===== src/rtl/p2m_dma_pkg.sv =====
package p2m_dma_pkg;

    typedef enum logic [2:0] {
        SQ_IDLE = 3'd0,
        SQ_WAIT = 3'd1,
        SQ_PBUS = 3'd2,
        SQ_MEM  = 3'd3,
        SQ_DONE = 3'd4
    } seq_state_e;

    typedef enum logic [1:0] {
        CH_IDLE     = 2'd0,
        CH_ACTIVE   = 2'd1,
        CH_COMPLETE = 2'd2
    } chan_status_e;

    localparam int unsigned NUM_FLAGS  = 4;
    localparam int unsigned FLAG_START = 0;
    localparam int unsigned FLAG_COUNT = 1;
    localparam int unsigned FLAG_DONE  = 2;
    localparam int unsigned FLAG_OFF   = 3;

endpackage


===== src/rtl/p2m_dma_seq.sv =====
module p2m_dma_seq
    import p2m_dma_pkg::*;
#(
    parameter int unsigned DW = 32
) (
    input  logic                 clk,
    input  logic                 rst_n,
    input  logic                 enable,
    input  logic                 circular,
    input  logic                 zero_len,
    input  logic                 last_word,
    input  logic                 periph_req,
    input  logic                 pbus_gnt,
    input  logic [DW-1:0]        pbus_rdata,
    input  logic                 mem_gnt,
    output logic                 pbus_req,
    output logic                 mem_req,
    output logic                 periph_ack,
    output logic [DW-1:0]        hold_word,
    output logic                 cnt_load,
    output logic                 cnt_adv,
    output logic [NUM_FLAGS-1:0] evt,
    output logic [1:0]           status
);

    typedef struct packed {
        seq_state_e    st;
        logic          abort;
        logic          ack;
        logic [DW-1:0] hold;
    } seq_regs_t;

    seq_regs_t q, d;
    logic      abort_now;

    always_comb begin
        d         = q;
        d.ack     = 1'b0;
        cnt_load  = 1'b0;
        cnt_adv   = 1'b0;
        evt       = '0;
        abort_now = q.abort | ~enable;
        unique case (q.st)
            SQ_IDLE: begin
                if (enable) begin
                    evt[FLAG_START] = 1'b1;
                    cnt_load        = 1'b1;
                    d.abort         = 1'b0;
                    if (zero_len) begin
                        d.st           = SQ_DONE;
                        evt[FLAG_DONE] = 1'b1;
                    end else begin
                        d.st = SQ_WAIT;
                    end
                end
            end
            SQ_WAIT: begin
                if (!enable) begin
                    d.st          = SQ_IDLE;
                    evt[FLAG_OFF] = 1'b1;
                end else if (periph_req) begin
                    d.st = SQ_PBUS;
                end
            end
            SQ_PBUS: begin
                d.abort = abort_now;
                if (pbus_gnt) begin
                    d.hold = pbus_rdata;
                    d.ack  = 1'b1;
                    d.st   = SQ_MEM;
                end
            end
            SQ_MEM: begin
                d.abort = abort_now;
                if (mem_gnt) begin
                    cnt_adv         = 1'b1;
                    evt[FLAG_COUNT] = 1'b1;
                    if (last_word) begin
                        evt[FLAG_DONE] = 1'b1;
                        d.st           = circular ? SQ_WAIT : SQ_DONE;
                    end else begin
                        d.st = SQ_WAIT;
                    end
                    if (abort_now) begin
                        d.st          = SQ_IDLE;
                        d.abort       = 1'b0;
                        evt[FLAG_OFF] = 1'b1;
                    end
                end
            end
            SQ_DONE: begin
                if (!enable) begin
                    d.st          = SQ_IDLE;
                    evt[FLAG_OFF] = 1'b1;
                end
            end
            default: d.st = SQ_IDLE;
        endcase
    end

    always_ff @(posedge clk or negedge rst_n) begin
        if (!rst_n) begin
            q <= '{st: SQ_IDLE, abort: 1'b0, ack: 1'b0, hold: '0};
        end else begin
            q <= d;
        end
    end

    always_comb begin
        unique case (q.st)
            SQ_IDLE: status = CH_IDLE;
            SQ_DONE: status = CH_COMPLETE;
            default: status = CH_ACTIVE;
        endcase
    end

    assign pbus_req   = (q.st == SQ_PBUS);
    assign mem_req    = (q.st == SQ_MEM);
    assign periph_ack = q.ack;
    assign hold_word  = q.hold;

endmodule


===== src/rtl/p2m_dma_addr.sv =====
module p2m_dma_addr #(
    parameter int unsigned AW = 32,
    parameter int unsigned DW = 32,
    parameter int unsigned LW = 8
) (
    input  logic          clk,
    input  logic          rst_n,
    input  logic          load,
    input  logic          adv,
    input  logic          circular,
    input  logic [LW-1:0] cfg_len,
    input  logic [AW-1:0] dst_base,
    output logic [AW-1:0] dst_addr,
    output logic [LW-1:0] count,
    output logic          last_word,
    output logic          zero_len
);

    localparam int unsigned STEP = DW / 8;

    typedef struct packed {
        logic [LW-1:0] cnt;
        logic [AW-1:0] dst;
    } addr_regs_t;

    addr_regs_t q, d;
    logic [LW:0] cnt_next;

    always_comb begin
        d         = q;
        cnt_next  = {1'b0, q.cnt} + {{LW{1'b0}}, 1'b1};
        last_word = (cnt_next == {1'b0, cfg_len});
        zero_len  = (cfg_len == '0);
        if (load) begin
            d.cnt = '0;
            d.dst = dst_base;
        end else if (adv) begin
            if (last_word && circular) begin
                d.cnt = '0;
                d.dst = dst_base;
            end else begin
                d.cnt = cnt_next[LW-1:0];
                d.dst = q.dst + AW'(STEP);
            end
        end
    end

    always_ff @(posedge clk or negedge rst_n) begin
        if (!rst_n) begin
            q <= '{cnt: '0, dst: '0};
        end else begin
            q <= d;
        end
    end

    assign dst_addr = q.dst;
    assign count    = q.cnt;

endmodule


===== src/rtl/p2m_dma_flags.sv =====
module p2m_dma_flags #(
    parameter int unsigned NF = 4
) (
    input  logic          clk,
    input  logic          rst_n,
    input  logic [NF-1:0] evt,
    input  logic [NF-1:0] en,
    input  logic [NF-1:0] clr,
    output logic [NF-1:0] flags
);

    logic [NF-1:0] flags_q, flags_d;

    always_comb begin
        for (int i = 0; i < NF; i++) begin
            flags_d[i] = (flags_q[i] & ~clr[i]) | (evt[i] & en[i]);
        end
    end

    always_ff @(posedge clk or negedge rst_n) begin
        if (!rst_n) begin
            flags_q <= '0;
        end else begin
            flags_q <= flags_d;
        end
    end

    assign flags = flags_q;

endmodule


===== src/rtl/p2m_dma_channel.sv =====
module p2m_dma_channel
    import p2m_dma_pkg::*;
#(
    parameter int unsigned AW = 32,
    parameter int unsigned DW = 32,
    parameter int unsigned LW = 8
) (
    input  logic                 clk,
    input  logic                 rst_n,
    input  logic                 cfg_enable,
    input  logic                 cfg_circular,
    input  logic [LW-1:0]        cfg_len,
    input  logic [AW-1:0]        cfg_src_addr,
    input  logic [AW-1:0]        cfg_dst_base,
    input  logic [NUM_FLAGS-1:0] irq_en,
    input  logic [NUM_FLAGS-1:0] flag_clr,
    input  logic                 periph_req,
    output logic                 periph_ack,
    output logic                 pbus_req,
    input  logic                 pbus_gnt,
    output logic [AW-1:0]        pbus_addr,
    input  logic [DW-1:0]        pbus_rdata,
    output logic                 mem_req,
    input  logic                 mem_gnt,
    output logic [AW-1:0]        mem_addr,
    output logic [DW-1:0]        mem_wdata,
    output logic [1:0]           status_state,
    output logic [NUM_FLAGS-1:0] status_flags,
    output logic                 irq,
    output logic [LW-1:0]        xfer_count
);

    logic                 cnt_load;
    logic                 cnt_adv;
    logic                 last_word;
    logic                 zero_len;
    logic [NUM_FLAGS-1:0] evt;

    p2m_dma_seq #(.DW(DW)) u_seq (
        .clk        (clk),
        .rst_n      (rst_n),
        .enable     (cfg_enable),
        .circular   (cfg_circular),
        .zero_len   (zero_len),
        .last_word  (last_word),
        .periph_req (periph_req),
        .pbus_gnt   (pbus_gnt),
        .pbus_rdata (pbus_rdata),
        .mem_gnt    (mem_gnt),
        .pbus_req   (pbus_req),
        .mem_req    (mem_req),
        .periph_ack (periph_ack),
        .hold_word  (mem_wdata),
        .cnt_load   (cnt_load),
        .cnt_adv    (cnt_adv),
        .evt        (evt),
        .status     (status_state)
    );

    p2m_dma_addr #(.AW(AW), .DW(DW), .LW(LW)) u_addr (
        .clk       (clk),
        .rst_n     (rst_n),
        .load      (cnt_load),
        .adv       (cnt_adv),
        .circular  (cfg_circular),
        .cfg_len   (cfg_len),
        .dst_base  (cfg_dst_base),
        .dst_addr  (mem_addr),
        .count     (xfer_count),
        .last_word (last_word),
        .zero_len  (zero_len)
    );

    p2m_dma_flags #(.NF(NUM_FLAGS)) u_flags (
        .clk   (clk),
        .rst_n (rst_n),
        .evt   (evt),
        .en    (irq_en),
        .clr   (flag_clr),
        .flags (status_flags)
    );

    assign pbus_addr = cfg_src_addr;
    assign irq       = |status_flags;

endmodule


===== config.mk =====
export PLATFORM = sky130hd
export DESIGN_NAME = p2m_dma_channel
export DESIGN_NICKNAME = d
export VERILOG_FILES = /design/src/rtl/p2m_dma_pkg.sv /design/src/rtl/p2m_dma_seq.sv /design/src/rtl/p2m_dma_addr.sv /design/src/rtl/p2m_dma_flags.sv /design/src/rtl/p2m_dma_channel.sv
export SDC_FILE = /design/constraint.sdc
export NUM_CORES = 1
export LEC_CHECK = 0
export BUFFER_PORTS_ARGS = -buffer_cell sky130_fd_sc_hd__buf_2
export CAP_MARGIN = 25
export CELL_PAD_IN_SITES_DETAIL_PLACEMENT = 0
export CELL_PAD_IN_SITES_GLOBAL_PLACEMENT = 2
export CORE_MARGIN = 2
export CORE_UTILIZATION = 29
export CTS_CLUSTER_SIZE = 30
export DETAILED_ROUTE_END_ITERATION = 10
export GPL_ROUTABILITY_DRIVEN = 0
export PLACE_DENSITY_LB_ADDON = 0.08
export SLEW_MARGIN = 10
export SYNTH_ARGS = -nofsm -noshare
export SYNTH_HDL_FRONTEND = slang
export SYNTH_SLANG_ARGS = --single-unit

===== constraint.sdc =====
create_clock -name clk -period 7.2 [get_ports clk]
set_clock_uncertainty 0.1 [all_clocks]
set_input_delay 0.36 -clock clk [delete_from_list [all_inputs] [get_ports clk]]
set_output_delay 0.36 -clock clk [all_outputs]
set_load 0.01 [all_outputs]

==> Word-level counts from Yosys, hierarchy flattened <==
Cells that the tools add are included.
{ "totals": {"register_bits": 81, "output_inout_bits": 114} }
{ "op_classes": {"add_sub_neg": 2, "eq_ne": 10, "n_mux": 31, "bitwise": 18, "reduce_logical": 10} }
{ "ops": {"columns": ["operator", "n"], "rows": [
  ["40-bit two-way mux", 3],
  ["33-bit two-way mux", 2],
  ["32-bit by 3-bit adder with 32-bit output, second input constant", 1],
  ["3-bit two-way mux", 8],
  ["3-bit case mux with 5 select lines", 1],
  ["4-bit two-way mux", 3],
  ["1-bit two-way mux", 10],
  ["8-bit by 1-bit adder with 9-bit output, second input constant", 1],
  ["9-bit by 8-bit == test with 1-bit output", 1],
  ["1-bit AND", 8],
  ["8-bit zero test", 1],
  ["3-bit by 2-bit == test with 1-bit output, second input constant", 2],
  ["1-bit inverter", 5],
  ["1-bit bitwise OR", 5],
  ["5-bit AND reduction", 1],
  ["2-bit by 1-bit inequality test with 1-bit output, second input constant", 2],
  ["2-bit inequality test, second input constant", 2],
  ["1-bit case mux with 2 select lines", 2],
  ["2-bit case mux with 2 select lines", 1],
  ["2-bit AND reduction", 2],
  ["4-bit OR reduction", 1],
  ["3-bit by 1-bit == test with 1-bit output, second input constant", 1],
  ["3-bit == test, second input constant", 1],
  ["3-bit zero test", 1],
  ["6 further kinds", 6]
]} }

==> Longest topological paths before layout <==
{ "depth": {"depth_word": 7, "ltp_mapped": 11, "depth_no_buf": 9} }

==> Hierarchy <==
Synthesis repeated with hierarchy kept, for this count alone.
{ "hier_totals": {"cells_unflattened": 520, "hier_area_um2": 5187.5} }
{ "modules_own_cells": {"columns": ["mod", "instances", "cells_each", "area_each_um2", "seq_area_each_um2"], "rows": [
  ["p2m_dma_addr", 1, 321, 2795.2, 1001.0],
  ["p2m_dma_seq", 1, 150, 1979.4, 925.9],
  ["p2m_dma_channel", 1, 33, 247.7, 0.0],
  ["p2m_dma_flags", 1, 16, 165.2, 100.1]
]} }

==> Worst setup path after synthesis <==
OpenSTA, ideal clock, no wires.
{ "synth_timing": {"path_kind": "register -> register", "start": "register u_addr.q (netlist bit u_addr.count[0])", "end": "register u_addr.q (netlist bit u_addr.dst_addr[6])", "t_arrival_ns": 2.153, "t_required_ns": 6.974, "slack_ns": 4.820, "stages_incl_launch_ff": 10, "n_path_buf": 1, "cell_sequence": "dfrtp_1 > ha_1 > nand3_1 > xnor2_1 > nand4_1 > a311oi_2 > nand2_2 > and2_4 > buf_6 > a311o_1"} }
{ "synth_via": {"elab_chain_len": 6} }
{ "synth_lines": {"columns": ["element", "line", "rtl"], "rows": [
  ["from (decl)", "p2m_dma_addr.sv:26", "addr_regs_t q, d;"],
  ["from (signal assigned)", "p2m_dma_addr.sv:50", "q <= '{cnt: '0, dst: '0};"],
  ["8-bit by 1-bit adder with 9-bit output", "p2m_dma_addr.sv:31", "cnt_next = {1'b0, q.cnt} + {{LW{1'b0}}, 1'b1};"],
  ["9-bit by 8-bit == test with 1-bit output", "p2m_dma_addr.sv:32", "last_word = (cnt_next == {1'b0, cfg_len});"],
  ["1-bit logical AND", "p2m_dma_addr.sv:38", "if (last_word && circular) begin"],
  ["40-bit two-way mux", "p2m_dma_addr.sv:38", null],
  ["40-bit two-way mux", "p2m_dma_addr.sv:37", "end else if (adv) begin"],
  ["40-bit two-way mux", "p2m_dma_addr.sv:34", "if (load) begin"]
]} }
Every way passes these cells. The select of a mux whose other input is x is not followed.
A chain may end at the register's enable or synchronous reset.

==> Worst setup path in the final report <==
{ "layout_timing": {"start": "register u_addr.q (netlist bit u_addr.count[0])", "end": "register u_addr.q (netlist bit u_addr.dst_addr[23])"} }
Same word-level chain as after synthesis.

==> results.sh <==
export IMPL_routed_via_density=4.97
export IMPL_tritoncts="done"
export IMPL_cts_inserted_buffers=9
export IMPL_final_layout_size_suffix_gt1_frac=0.406
export IMPL_dr_first_iter_drc_count=171
export IMPL_setup_viol=0
export IMPL_hold_path_cell_count=2
export IMPL_dp_hpwl_um=10300
export IMPL_rows=47
export IMPL_critPathLaunchType="flop"
export IMPL_dieArea_mm2=0.0178
export IMPL_synth_cell_type_count=63
export IMPL_finalSetupTns_ns=0
export IMPL_route_met3_wl_um=939
export IMPL_synth_nets=624
export IMPL_ys_ff_latch=81
export IMPL_cp_required_ns=7.35
export IMPL_rsz0062_at_grt="no"
export IMPL_synth_cells=503
export IMPL_crit_path_top_delay_cell="dfrtp_1"
export IMPL_antenna_found_initial=0
export IMPL_worst_r2r_cell_count=9
export IMPL_avgSynthCellArea_um2=9.67
export IMPL_final_common_cell="buf_2"
export IMPL_final_util=0.347
export IMPL_drt_total_wl_um=14200
export IMPL_maxSlewViolCount=0
export IMPL_core_mm2=0.0165
export IMPL_die_w_um=134
export IMPL_criticalPathCategory="reg2reg"
export IMPL_critical_path_buf_inv_count=0
export IMPL_wl_per_cell_um=17.3
export IMPL_worstMarginPinSlew_ns=0.802
export IMPL_cp_end_kind="flop"
export IMPL_p_total_mw=2.19
export IMPL_vdd_drop_max_mv=0.124
export IMPL_hp_class="in2reg"
export IMPL_hold_violations=0
export IMPL_portBuffers=168
export IMPL_power_density_mw_per_mm2=383
export IMPL_period_minus_slack_ns=3.02
export IMPL_vias=4079
export IMPL_p_leak_nw=2.60
export IMPL_synth_edff_count=0
export IMPL_grt_overflow=0
export IMPL_die_h_um=134
export IMPL_max_freq_mhz=331
export IMPL_place_area_mm2=0.00539
export IMPL_post_cts_resize_count=0
export IMPL_met1_length_um=6780
export IMPL_drcViolationCount=0
export IMPL_firstDrtPassIters=4
export IMPL_status="finished, final reports clean"
export IMPL_crit_path_frequent_cell="a311oi_2"
export IMPL_clk_pin_slew_ns=0.06
export IMPL_mostFrequentLayoutCells="167 x buf_2, 81 x dfrtp_1, 37 x nand2_1, 35 x mux2_2, 33 x a21oi_1"
export IMPL_nNetsFinal=717
export IMPL_critPathArrivalTime_ns=3.17
export IMPL_ys_warn_count=0
export IMPL_maxCapViolCount=0
export IMPL_clock_sinks=81
export IMPL_htree_levels=3
export IMPL_cp_cell_sequence="ha_1 -> nand3_1 -> xnor2_1 -> nand4_1 -> a311oi_2 -> nand2_2 -> nand2_1 -> nor2_1 -> a311oi_2"
export IMPL_grt_pass1_wl_um=22700
export IMPL_syn2layout_area_growth_pct=17.6
export IMPL_start_util=0.295
export IMPL_grt_pass1_vias=4083
export IMPL_synth_area_mm2=0.00486
export IMPL_synth_seq_area_share=0.417
export IMPL_worst_hold_slack_ns=0.0958
export IMPL_clkLatencyLatePin_ns=0.34
export IMPL_critPathTopFamily="simple AND/OR/NAND/NOR gates"
export IMPL_routed_top_layer="met4"
export IMPL_diodes=0
export IMPL_drtAntennaViolNets=0
export IMPL_fin_crit_sh=0.420
export IMPL_relSlewSlack=0.464
export IMPL_ys_flop_type="dfrtp_1"
export IMPL_num_io_pins=233
export IMPL_grtUsageTotal=0.162
export IMPL_cp_max_fo=23
export IMPL_design_area_mm2=0.00572
export IMPL_grt_max_degree=51
export IMPL_cts_buffer_depth=2
export IMPL_nFillCells=1744
export IMPL_async_flop_share=1.00
export IMPL_crit_path_max_incr_delay_ns=0.46
export IMPL_wl_met2_um=6270
export IMPL_path_depth=9
export IMPL_cts_root_buffer="clkbuf_16"
logic make-up (layout without fill, tap and decap cells):
group | count (synthesis) | after routing | synth area share
fa+ha+maj | 2 | 2 | 0.00514
mux | 39 | 39 | 0.0903
xor+xnor | 11 | 11 | 0.0198
compound gates | 113 | 113 | 0.159
simple gates | 153 | 153 | 0.169
buf+inv | 104 | 202 | 0.140
flops | 81 | 81 | 0.417
power by group:
part | switching [mW] | internal [mW]
combinational | 0.464 | 0.395
sequential | 0.178 | 0.649
clock | 0.191 | 0.313
total | 0.833 | 1.36
cell type report:
class / instances / area (µm²) / share of cell area
clock buffer: 11 / 243 / 0.0424
tap: 220 / 275 / 0.0481
clock inverter: 5 / 78.8 / 0.0138
multi-input combinational: 318 / 2160 / 0.377
inverter: 11 / 41.3 / 0.00722
timing repair buffer: 175 / 898 / 0.157
sequential: 81 / 2030 / 0.354
metal layers:
metal / vias to the layer above / GRT usage
li1: 1945 / -
met1: 1956 / 0.220
met2: 158 / 0.254
met3: 20 / 0.0388
met4: 0 / 0.0556
met5: - / 0
through the flow:
step                worst slack (ns)  cells
floorplan                       4.82    503
global placement                4.27    804
detailed placement              4.15    804
CTS                             4.12    821
global route                    3.89    821
finish                          4.18    821
sequential cells by signal (all words and copies together), names as in the netlist:
register,flops
u_addr.dst_addr,32
u_seq.periph_ack,1
u_flags.flags,4
u_seq.hold_word,32
u_addr.count,8
u_seq.q,4
synth_stat cells, drive strengths merged (11+ instances only):
master / count / share of area
dfrtp: 81 / 0.42
nand4: 13 / 0.017
nor2: 22 / 0.017
inv: 11 / 0.0085
nand2: 39 / 0.031
nand3: 23 / 0.024
mux2: 36 / 0.084
and3: 15 / 0.022
a21oi: 36 / 0.039
clkbuf: 16 / 0.012
buf: 77 / 0.12
o21ai: 19 / 0.020
repair_timing:
item	CTS	global route
endpoints found under the hold margin	31	0
hold buffers	1	0
setup buffers	0	0
endpoints found under the setup margin	0	0
path summary, 6_finish.rpt:
check	startpoint	to	slack, ns
worst max-delay path	u_addr.count[0]	u_addr.dst_addr[23]	4.18
max in group asynchronous	rst_n	u_seq.hold_word[7]	5.52
worst min-delay path	flag_clr[3]	u_flags.flags[3]	0.1
worst max register to register	u_addr.count[0]	u_addr.dst_addr[23]	4.18
worst min register to register	u_seq.hold_word[26]	u_seq.hold_word[26]	0.40
min in group asynchronous	rst_n	u_seq.hold_word[10]	0.41
Power figures use the tool's default switching activity.
